**src/rtl/cam_pkg.sv**
```systemverilog
package cam_pkg;
  localparam int unsigned CAM_ADDR_W_DEF = 3;
  localparam int unsigned CAM_DATA_W_DEF = 8;
endpackage

```
**src/rtl/cam_row.sv**
```systemverilog
module cam_row #(
  parameter int unsigned DATA_W = 8
) (
  input  logic              clk,
  input  logic              rst,
  input  logic              we,
  input  logic [DATA_W-1:0] wdata,
  input  logic              wvalid,
  input  logic [DATA_W-1:0] pat,
  input  logic [DATA_W-1:0] mask,
  output logic              hit,
  output logic              valid_o
);
  logic [DATA_W-1:0] word_q;
  logic              valid_q;

  // data storage carries no reset; only the valid flag does
  always_ff @(posedge clk) begin
    if (we) word_q <= wdata;
  end

  always_ff @(posedge clk) begin
    if (rst)     valid_q <= 1'b0;
    else if (we) valid_q <= wvalid;
  end

  assign hit     = valid_q && (((word_q ^ pat) & mask) == '0);
  assign valid_o = valid_q;
endmodule

```
**src/rtl/cam_prio_enc.sv**
```systemverilog
module cam_prio_enc #(
  parameter int unsigned ADDR_W = 3,
  localparam int unsigned WORDS = 1 << ADDR_W
) (
  input  logic [WORDS-1:0]  req,
  output logic [ADDR_W-1:0] idx
);
  // scan from the top down so the lowest set bit is assigned last
  always_comb begin
    idx = '0;
    for (int i = WORDS - 1; i >= 0; i--) begin
      if (req[i]) idx = ADDR_W'(i);
    end
  end
endmodule

```
**src/rtl/masked_cam.sv**
```systemverilog
module masked_cam
  import cam_pkg::*;
#(
  parameter int unsigned ADDR_W = CAM_ADDR_W_DEF,
  parameter int unsigned DATA_W = CAM_DATA_W_DEF,
  localparam int unsigned WORDS = 1 << ADDR_W
) (
  input  logic              clk,
  input  logic              rst,
  input  logic              pat_load,
  input  logic [DATA_W-1:0] pat_in,
  input  logic              mask_load,
  input  logic [DATA_W-1:0] mask_in,
  input  logic              search,
  input  logic              wr_en,
  input  logic [ADDR_W-1:0] wr_idx,
  input  logic [DATA_W-1:0] wr_data,
  input  logic              wr_valid,
  output logic [WORDS-1:0]  match_vec,
  output logic              hit_any,
  output logic [ADDR_W-1:0] hit_idx
);
  logic [DATA_W-1:0] pat_q;
  logic [DATA_W-1:0] mask_q;
  logic [WORDS-1:0]  hit_now;
  logic [WORDS-1:0]  valid_vec;
  logic [ADDR_W-1:0] low_idx;
  logic [WORDS-1:0]  match_q;
  logic              any_q;
  logic [ADDR_W-1:0] idx_q;

  always_ff @(posedge clk) begin
    if (rst) begin
      pat_q  <= '0;
      mask_q <= '0;
    end else begin
      if (pat_load)  pat_q  <= pat_in;
      if (mask_load) mask_q <= mask_in;
    end
  end

  for (genvar g = 0; g < WORDS; g++) begin : g_row
    cam_row #(.DATA_W(DATA_W)) u_row (
      .clk    (clk),
      .rst    (rst),
      .we     (wr_en && (wr_idx == ADDR_W'(g))),
      .wdata  (wr_data),
      .wvalid (wr_valid),
      .pat    (pat_q),
      .mask   (mask_q),
      .hit    (hit_now[g]),
      .valid_o(valid_vec[g])
    );
  end

  cam_prio_enc #(.ADDR_W(ADDR_W)) u_enc (
    .req(hit_now),
    .idx(low_idx)
  );

  always_ff @(posedge clk) begin
    if (rst) begin
      match_q <= '0;
      any_q   <= 1'b0;
      idx_q   <= '0;
    end else if (search) begin
      match_q <= hit_now;
      any_q   <= |hit_now;
      idx_q   <= low_idx;
    end
  end

  assign match_vec = match_q;
  assign hit_any   = any_q;
  assign hit_idx   = idx_q;
endmodule

```
**config.mk**
```make
export PLATFORM = sky130hd
export DESIGN_NAME = masked_cam
export DESIGN_NICKNAME = d
export VERILOG_FILES = /design/src/rtl/cam_pkg.sv /design/src/rtl/cam_row.sv /design/src/rtl/cam_prio_enc.sv /design/src/rtl/masked_cam.sv
export SDC_FILE = /design/constraint.sdc
export NUM_CORES = 1
export LEC_CHECK = 0
export BUFFER_PORTS_ARGS = -buffer_cell sky130_fd_sc_hd__buf_2
export CAP_MARGIN = 0
export CORE_MARGIN = 5
export CORE_UTILIZATION = 35
export CTS_BUF_LIST = sky130_fd_sc_hd__clkbuf_16
export DETAILED_ROUTE_END_ITERATION = 10
export PLACE_DENSITY_LB_ADDON = 0.15
export SYNTH_ARGS = -nofsm -noshare
export SYNTH_HDL_FRONTEND = slang
export SYNTH_SLANG_ARGS = --single-unit
```
**constraint.sdc**
```tcl
create_clock -name clk -period 4.9 [get_ports clk]
set_input_delay 0.98 -clock clk [delete_from_list [all_inputs] [get_ports clk]]
set_output_delay 0.98 -clock clk [all_outputs]
set_load 0.01 [all_outputs]
```
=== Yosys cells after proc, flatten, opt, wreduce, memory -nomap -nowiden ===
Index checks and enable logic that the tools add are counted.

* Register bits after elaboration: 100
* Bits in read-only memories: 0
* Memory bits (writable): 0
* Memories kept: 0
* Latch bits: 0
* Input port bits: 34

* Div/mod/pow operators: 0
* Reduce and logical (&&, ||, !) cells: 26
* Multiply operators: 0
* Eq/ne operators: 7
* Shifts and indexed selects: 0
* Multiplexer cells: 8
* $add $sub $neg: 0
* Magnitude comparators: 0
* Bitwise operators: 16

{| class="wikitable"
|+ Operators with widths
! cell !! number
|-
| bitwise AND 8 bit || 8
|-
| zero test 8 bit || 8
|-
| XOR 8 bit || 8
|-
| 2-to-1 mux 3 bit || 8
|-
| logical AND 1 bit || 16
|-
| equality test 3 bit, second input constant || 4
|-
| OR reduction 8 bit || 1
|-
| equality test 3 x 2 -> 1 bit, second input constant || 2
|-
| equality test 3 x 1 -> 1 bit, second input constant || 1
|-
| zero test 3 bit || 1
|}

=== Logic depth before layout (Yosys ltp) ===
Gate-level depths: netlist of run 1.

* Depth in word-level cells: 12
* Mapped depth: 8
* Gate-level depth less buffers: 7

=== By module ===
A second synthesis of run 1 with hierarchy kept.

* Cell total of the unflattened synthesis: 310
* Area total of the unflattened synthesis: 4284.1 sq um

{| class="wikitable"
|+ Modules (own cells, without submodules)
! module !! times used !! area an instance (sq um) !! cells each !! sequential area each (sq um)
|-
| cam_row || 8 || 390.4 || 24 || 260.2
|-
| masked_cam || 1 || 1077.3 || 106 || 560.5
|-
| cam_prio_enc || 1 || 83.8 || 12 || 0.0
|}

=== Worst setup path after synthesis of run 1 ===
OpenSTA, ideal clock, no wires.

* Kind: input port to flip-flop
* From: input port wr_idx[2]
* To: register g_row[0].u_row.valid_q
* Slack: 2.585 ns
* Arrival time: 2.187 ns
* Buffers on the path: 0
* Data required time: 4.772 ns
* Library setup time: 0.128 ns
* Stages on the path: 4
* Cells stage by stage: nand2b_1 -> nor3_1 -> mux2i_1 -> nor2_1

* Word-level cells in the longest chain between the ends: 2

{| class="wikitable"
|+ RTL lines
! what !! line !! source
|-
| start, declared || masked_cam.sv:16 || <nowiki>input logic [ADDR_W-1:0] wr_idx,</nowiki>
|-
| zero test 3 bit || masked_cam.sv:46 || <nowiki>.we (wr_en && (wr_idx == ADDR_W'(g))),</nowiki>
|-
| logical AND 1 bit || masked_cam.sv:46 ||
|-
| named net g_row[0].u_row.we || cam_row.sv:6 || <nowiki>input logic we,</nowiki>
|-
| end signal, assigned || cam_row.sv:24 || <nowiki>else if (we) valid_q <= wvalid;</nowiki>
|-
| end, declared || cam_row.sv:15 || <nowiki>logic valid_q;</nowiki>
|}

The timed path passes the listed nets, and every way through them passes these cells.
A chain may end at the register's enable or synchronous reset.

=== Final worst setup path of run 1 ===
* From: register pat_q[7]
* To: register idx_q[2], in the netlist hit_idx[2]

* Word-level cells in the longest chain between the ends: 12

{| class="wikitable"
|+ RTL lines
! what !! line !! source
|-
| start, declared || masked_cam.sv:23 || <nowiki>logic [DATA_W-1:0] pat_q;</nowiki>
|-
| start signal, assigned || masked_cam.sv:37 || <nowiki>if (pat_load) pat_q <= pat_in;</nowiki>
|-
| XOR 8 bit || cam_row.sv:27 || <nowiki>assign hit = valid_q && (((word_q ^ pat) & mask) == '0);</nowiki>
|-
| bitwise AND 8 bit || cam_row.sv:27 ||
|-
| zero test 8 bit || cam_row.sv:27 ||
|-
| logical AND 1 bit || cam_row.sv:27 ||
|-
| 2-to-1 mux 3 bit (7 in series) || cam_prio_enc.sv:12 || <nowiki>if (req[i]) idx = ADDR_W'(i);</nowiki>
|-
| 2-to-1 mux 3 bit (*) || cam_prio_enc.sv:12 ||
|-
| end signal, assigned || masked_cam.sv:69 || <nowiki>idx_q <= low_idx;</nowiki>
|-
| end, declared || masked_cam.sv:30 || <nowiki>logic [ADDR_W-1:0] idx_q;</nowiki>
|}

Every way passes the cells marked *; elsewhere a longest branch is shown, timed or not.

==> flow_summary.yaml, run 1 <==
logic_synthesis:
  yosysSeqAreaShare: 0.603
  synth.top_cell.area_share: 0.439
  ys.flop_type: "edfxtp_1"
  netlist_instances: 338
  ys_seq_elements: 100
  syn_area_per_cell_um2: 13.0
  synth_nets: 372
  synth_area_mm2: 0.00438
  synth_edf_count: 64
  synth_area_leader_cell: "edfxtp_1"
  ys_types: 36
  synthTopCellsByArea: "edfxtp_1 44%, dfxtp_1 16%, xor2_1 13%"
  async_flop_share: 0
  yosys_warnings: 0
cells_and_area:
  layout_common_cells: "64 x xor2_1, 64 x edfxtp_1, 45 x buf_2"
  nNetsFinal: 406
  antenna_cells: 0
  nFillCells: 1166
  regArea_mm2: 0.00264
  multiInputGateArea_mm2: 0.00154
  final_util: 0.403
  drive_gt1_frac: 0.186
  areaGrowthSynthToFinish_pct: 11.9
detailed_routing:
  drtPass1Iterations: 6
  routed_wl_um: 10500
  ant_nets: 0
  vias: 2665
  avgViaCountPerCell: 4.89
  drtIter0Drc: 200
  drc_errors: 0
  wl_per_cell_um: 19.3
clock_tree:
  max-clock-path-buffers: 2
  holdBufCountCts: 0
  cts_htree_levels: 3
  cts_inserted_buffers: 9
  cts_root_buf: "clkbuf_16"
  clk_latency_ps: 330
  clk_pin_slew_ps: 70
  cts_resized: 0
  cts_sinks: 100
  postCtsSetupBuffers: 0
  cts_tree: "done"
sta:
  tns_ps: 0
  fmax_mhz: 455
  tightest_slew_ps: 933
  grt_setup_unrepaired: "false"
  hold_viol: 0
  setup_viol: 0
  fin_skew_ps: 7.38
  drv_slew: 0
  layout_worst_path_cycle_share: 0.449
  max_slew_margin: 0.376
  period_minus_slack_ps: 2200
critical_path:
  cp.required_ps: 5130
  reg2reg_slack_ps: 2700
  worst_ep_arrival_time_ps: 2430
  critPathLaunchType: "flip-flop"
  path_max_fanout: 9
  worstSetupPathType: "reg -> reg"
  end_kind: "flip-flop"
grt:
  antenna_found_initial: 0
  track_usage: 0.146
  grt.overflow.total: 0
  grt_pass1_vias: 2664
  grt_pass1_wl_um: 16100
  grt_max_degree: 36
power_and_ir_drop:
  powerDensity_mw_per_mm2: 355
  p_leak_nw: 1.96
  vdd_drop_max_mv: 0.178
floorplanning:
  initial_core_util: 0.360
  die_area_mm2: 0.0149
  io_pins: 46
  die-width_um: 122
  die_y_um: 122
  placementRows: 40
  core-area_mm2: 0.0122
placed_design:
  portBuffers: 45
  gp_congestion: 0.732
  dp_hpwl_um: 7230
status:
  outcome: "finished clean"
worst_hold_path:
  min_path_type: "reg -> reg"
flow_run:
  max_cap_viol_count: 0
final cells by class:
| cell class | count | area share |
|---|---|---|
| flip-flops and latches | 100 | 0.539 |
| multi-input cells | 212 | 0.313 |
| repair buffers | 47 | 0.0490 |
| clock buffers | 9 | 0.0459 |
| well taps | 168 | 0.0429 |
| clock inverters | 7 | 0.00893 |
| inverters | 2 | 0.00153 |
metal layers:
metal,wire (um),global-route usage,share of wire,up-vias
met4,176,0.0560,0.017,0
met3,592,0.0260,0.056,12
met2,4640,0.219,0.44,98
met1,5130,0.209,0.49,1275
li1,-,-,-,1280
met5,0,0,0,-
cell usage after synthesis, drive strengths merged (6+ instances only):
| cell type | count |
|---|---|
| mux2i | 25 |
| a21oi | 8 |
| edfxtp | 64 |
| a22o | 6 |
| dfxtp | 36 |
| xor2 | 64 |
| a222oi | 6 |
| buf | 12 |
| clkbuf | 12 |
| a22oi | 6 |
| a221oi | 7 |
| o21ai | 7 |
| nor2 | 38 |
| nand2 | 22 |
where the power goes:
| group | leakage (nW) | switching (mW) | internal [mW] | total [mW] |
|---|---|---|---|---|
| clock network | 0.124 | 0.306 | 0.341 | 0.647 |
| registers | 0.876 | 0.0406 | 0.925 | 0.966 |
| logic | 0.961 | 0.0725 | 0.0573 | 0.130 |
| total | 1.96 | 0.419 | 1.32 | 1.74 |
logic make-up after synthesis:
group | count (synthesis) | share of synthesized area
AND/OR/NAND/NOR | 77 | 0.0814
XOR/XNOR | 64 | 0.128
flip-flops | 100 | 0.603
buffers and inverters | 26 | 0.0465
multiplexers | 25 | 0.0571
AO/OA/AOI/OAI | 46 | 0.0840
registers in the layout (all words and copies together), names as in the netlist:
signal	flops
g_row.u_row.valid_o	8
hit_any	1
match_vec	8
g_row.u_row.word_q	64
hit_idx	3
pat_q	8
mask_q	8
stage by stage:
stage | hold slack (ps) | std cells | cell area (um2) | power (mW) | setup WS, ps
4_1_cts | 489 | 545 | 4900 | 1.76 | 2680
2_1_floorplan | 449 | 338 | 4380 | 1.07 | 2590
5_1_grt | 509 | 545 | 4900 | 1.81 | 2590
6_report | 486 | 545 | 4900 | 1.74 | 2700
3_3_place_gp | 467 | 529 | 4640 | 1.11 | 2550
3_5_place_dp | 468 | 529 | 4640 | 1.12 | 2530
worst max-delay path: stages (launching register included):
cell and delay [ps]:
dfxtp_1 640, xor2_1 140, a22o_1 250, a221oi_1 400, a41o_1 340, nor4_1 90, a31o_2 230
path summary, 6_finish.rpt:
path                                          endpoint  cells after the start                    from
worst max register to register              hit_idx[2]                      6                pat_q[7]
worst max-delay path                        hit_idx[2]                      6                pat_q[7]
worst min-delay path            g_row[2].u_row.valid_o                      2  g_row[2].u_row.valid_o
worst min register to register  g_row[2].u_row.valid_o                      2  g_row[2].u_row.valid_o
Power figures use the tool's default switching activity.
==> inputs of run 2 (changes only) <==
==> constraint.sdc (replaced) <==
create_clock -name clk -period 1.8 [get_ports clk]
set_input_delay 0.36 -clock clk [delete_from_list [all_inputs] [get_ports clk]]
set_output_delay 0.36 -clock clk [all_outputs]
set_load 0.01 [all_outputs]
==> flow_summary.yaml, run 2 (synthesis gave the netlist of run 1 again) <==
sta:
  hold_viol: 0
  fin_skew_ps: 5.76
  period_minus_slack_ps: 1900
  fmax_mhz: 527
  layout_worst_path_cycle_share: 1.06
  setup_viol: 4
  setup_ws_ps: -99.2
  drv_slew: 0
  tightest_slew_ps: 364
  tns_ps: -206
  max_slew_margin: 0.758
  grt_setup_unrepaired: "true"
power_and_ir_drop:
  vdd_drop_max_mv: 0.449
  power_mw: 5.13
  powerDensity_mw_per_mm2: 938
  p_leak_nw: 2.28
worst_hold_path:
  hold_depth: 3
  min_path_type: "in -> reg"
detailed_routing:
  routed_wl_um: 10800
  drc_errors: 0
  avgViaCountPerCell: 4.73
  wl_per_cell_um: 18.1
  ant_nets: 0
  drtPass1Iterations: 6
  drtIter0Drc: 175
  vias: 2830
clock_tree:
  clk_pin_slew_ps: 70
  cts_htree_levels: 3
  cts_inserted_buffers: 9
  clk_latency_ps: 340
  cts_sinks: 100
  holdBufCountCts: 0
  cts_root_buf: "clkbuf_16"
  cts_tree: "done"
  max-clock-path-buffers: 2
cells_and_area:
  final_common_cell: "edfxtp_1"
  nFillCells: 1124
  largest_reg_flops: 64
  multiInputGateArea_mm2: 0.00161
  areaGrowthSynthToFinish_pct: 24.7
  layout_common_cells: "64 x edfxtp_1, 63 x xor2_1, 50 x buf_4"
  antenna_cells: 0
  regMostFlops: "g_row.u_row.word_q"
  nNetsFinal: 459
  drive_gt1_frac: 0.330
  regArea_mm2: 0.00267
  stdcell_area_mm2: 0.00546
floorplanning:
  die-width_um: 122
  die_area_mm2: 0.0149
  placementRows: 40
  die_y_um: 122
  initial_core_util: 0.360
  core-area_mm2: 0.0122
  io_pins: 46
critical_path:
  end_kind: "flip-flop"
  path_max_fanout: 5
  r2r_cells: 7
  cp.required_ps: 2060
  worst_ep_arrival_time_ps: 2160
  critPathLaunchType: "flip-flop"
  worstSetupPathType: "reg -> reg"
placed_design:
  portBuffers: 45
  gp_congestion: 0.796
  dpl-instance-area_mm2: 0.00503
  dp_hpwl_um: 8060
status:
  violations: "negative setup slack"
  outcome: "complete, but fails checks"
flow_run:
  max_cap_viol_count: 0
grt:
  track_usage: 0.153
  grt_pass1_vias: 2916
  grt_pass1_wl_um: 16900
  grt.overflow.total: 0
  grt_max_degree: 29
  antenna_found_initial: 0
[run 2: cell count changes in the layout (fill, tap and decap cells not counted), moves of 2 or more]
| cell | change |
|---|---|
| buf_4 | +48 |
| dfxtp_1 | -8 |
| buf_6 | +5 |
| dfxtp_4 | +5 |
| a221oi_1 | -4 |
| a221oi_2 | +4 |
| dfxtp_2 | +3 |
| and4_2 | -2 |
| and4_4 | +2 |
| bufinv_16 | +2 |
| clkinv_1 | -2 |
| clkinv_4 | -2 |
| nor2_1 | -2 |
[run 2: what timing repair did]
item | in CTS | in global routing
setup endpoints to repair | 7 | 8
pin swaps | 14 | 17
cloned | 0 | 0
resized for setup | 19 | 13
buffers inserted | 2 | 2
[run 2: per-stage QoR]
| stage | hold WS, ps | std cells | setup WS [ps] | util |
|---|---|---|---|---|
| finish | 248 | 598 | -99.2 | 0.449 |
| detailed placement | 472 | 580 | -284 | 0.414 |
| global placement | 464 | 580 | -263 | 0.414 |
| CTS | 241 | 597 | -105 | 0.444 |
| global route | 253 | 598 | -204 | 0.449 |
| floorplan | 449 | 338 | 14.3 | - |
[run 2: where the power goes]
group	total [mW]	leakage [nW]	switching [mW]	internal, mW
clock	2.04	0.145	0.832	1.21
sequential	2.59	0.880	0.0711	2.52
combinational	0.496	1.26	0.261	0.235
total	5.13	2.28	1.16	3.96
[run 2: path summary, 6_finish.rpt]
kind | startpoint | end | slack, ps
worst max-delay path | pat_q[7] | hit_idx[0] | -100
worst max register to register | pat_q[7] | hit_idx[0] | -100
worst min register to register | match_vec[0] | match_vec[0] | 480
worst min-delay path | mask_in[1] | mask_q[1] | 250
[run 2: cell type report]
| type | instances | area share |
|---|---|---|
| sequential | 100 | 0.488 |
| clock buffer | 9 | 0.0412 |
| inverter | 2 | 0.00137 |
| multi-input combinational | 212 | 0.294 |
| timing repair buffer | 100 | 0.120 |
| tap | 168 | 0.0385 |
| clock inverter | 7 | 0.0167 |
[run 2: critical path, cell delays in order, from the launching register on]
cell and delay (ps):
dfxtp_4 370, xor2_1 160, a22o_1 210, a221oi_2 260, and4_4 290, nor2_2 30
a211o_1 270, a221oi_2 220
[run 2: layer usage]
layer | share of wire | track usage | up-vias
li1 | - | - | 1387
met1 | 0.48 | 0.211 | 1377
met2 | 0.46 | 0.242 | 56
met3 | 0.045 | 0.0246 | 10
met4 | 0.015 | 0.0609 | 0
met5 | 0 | 0 | -
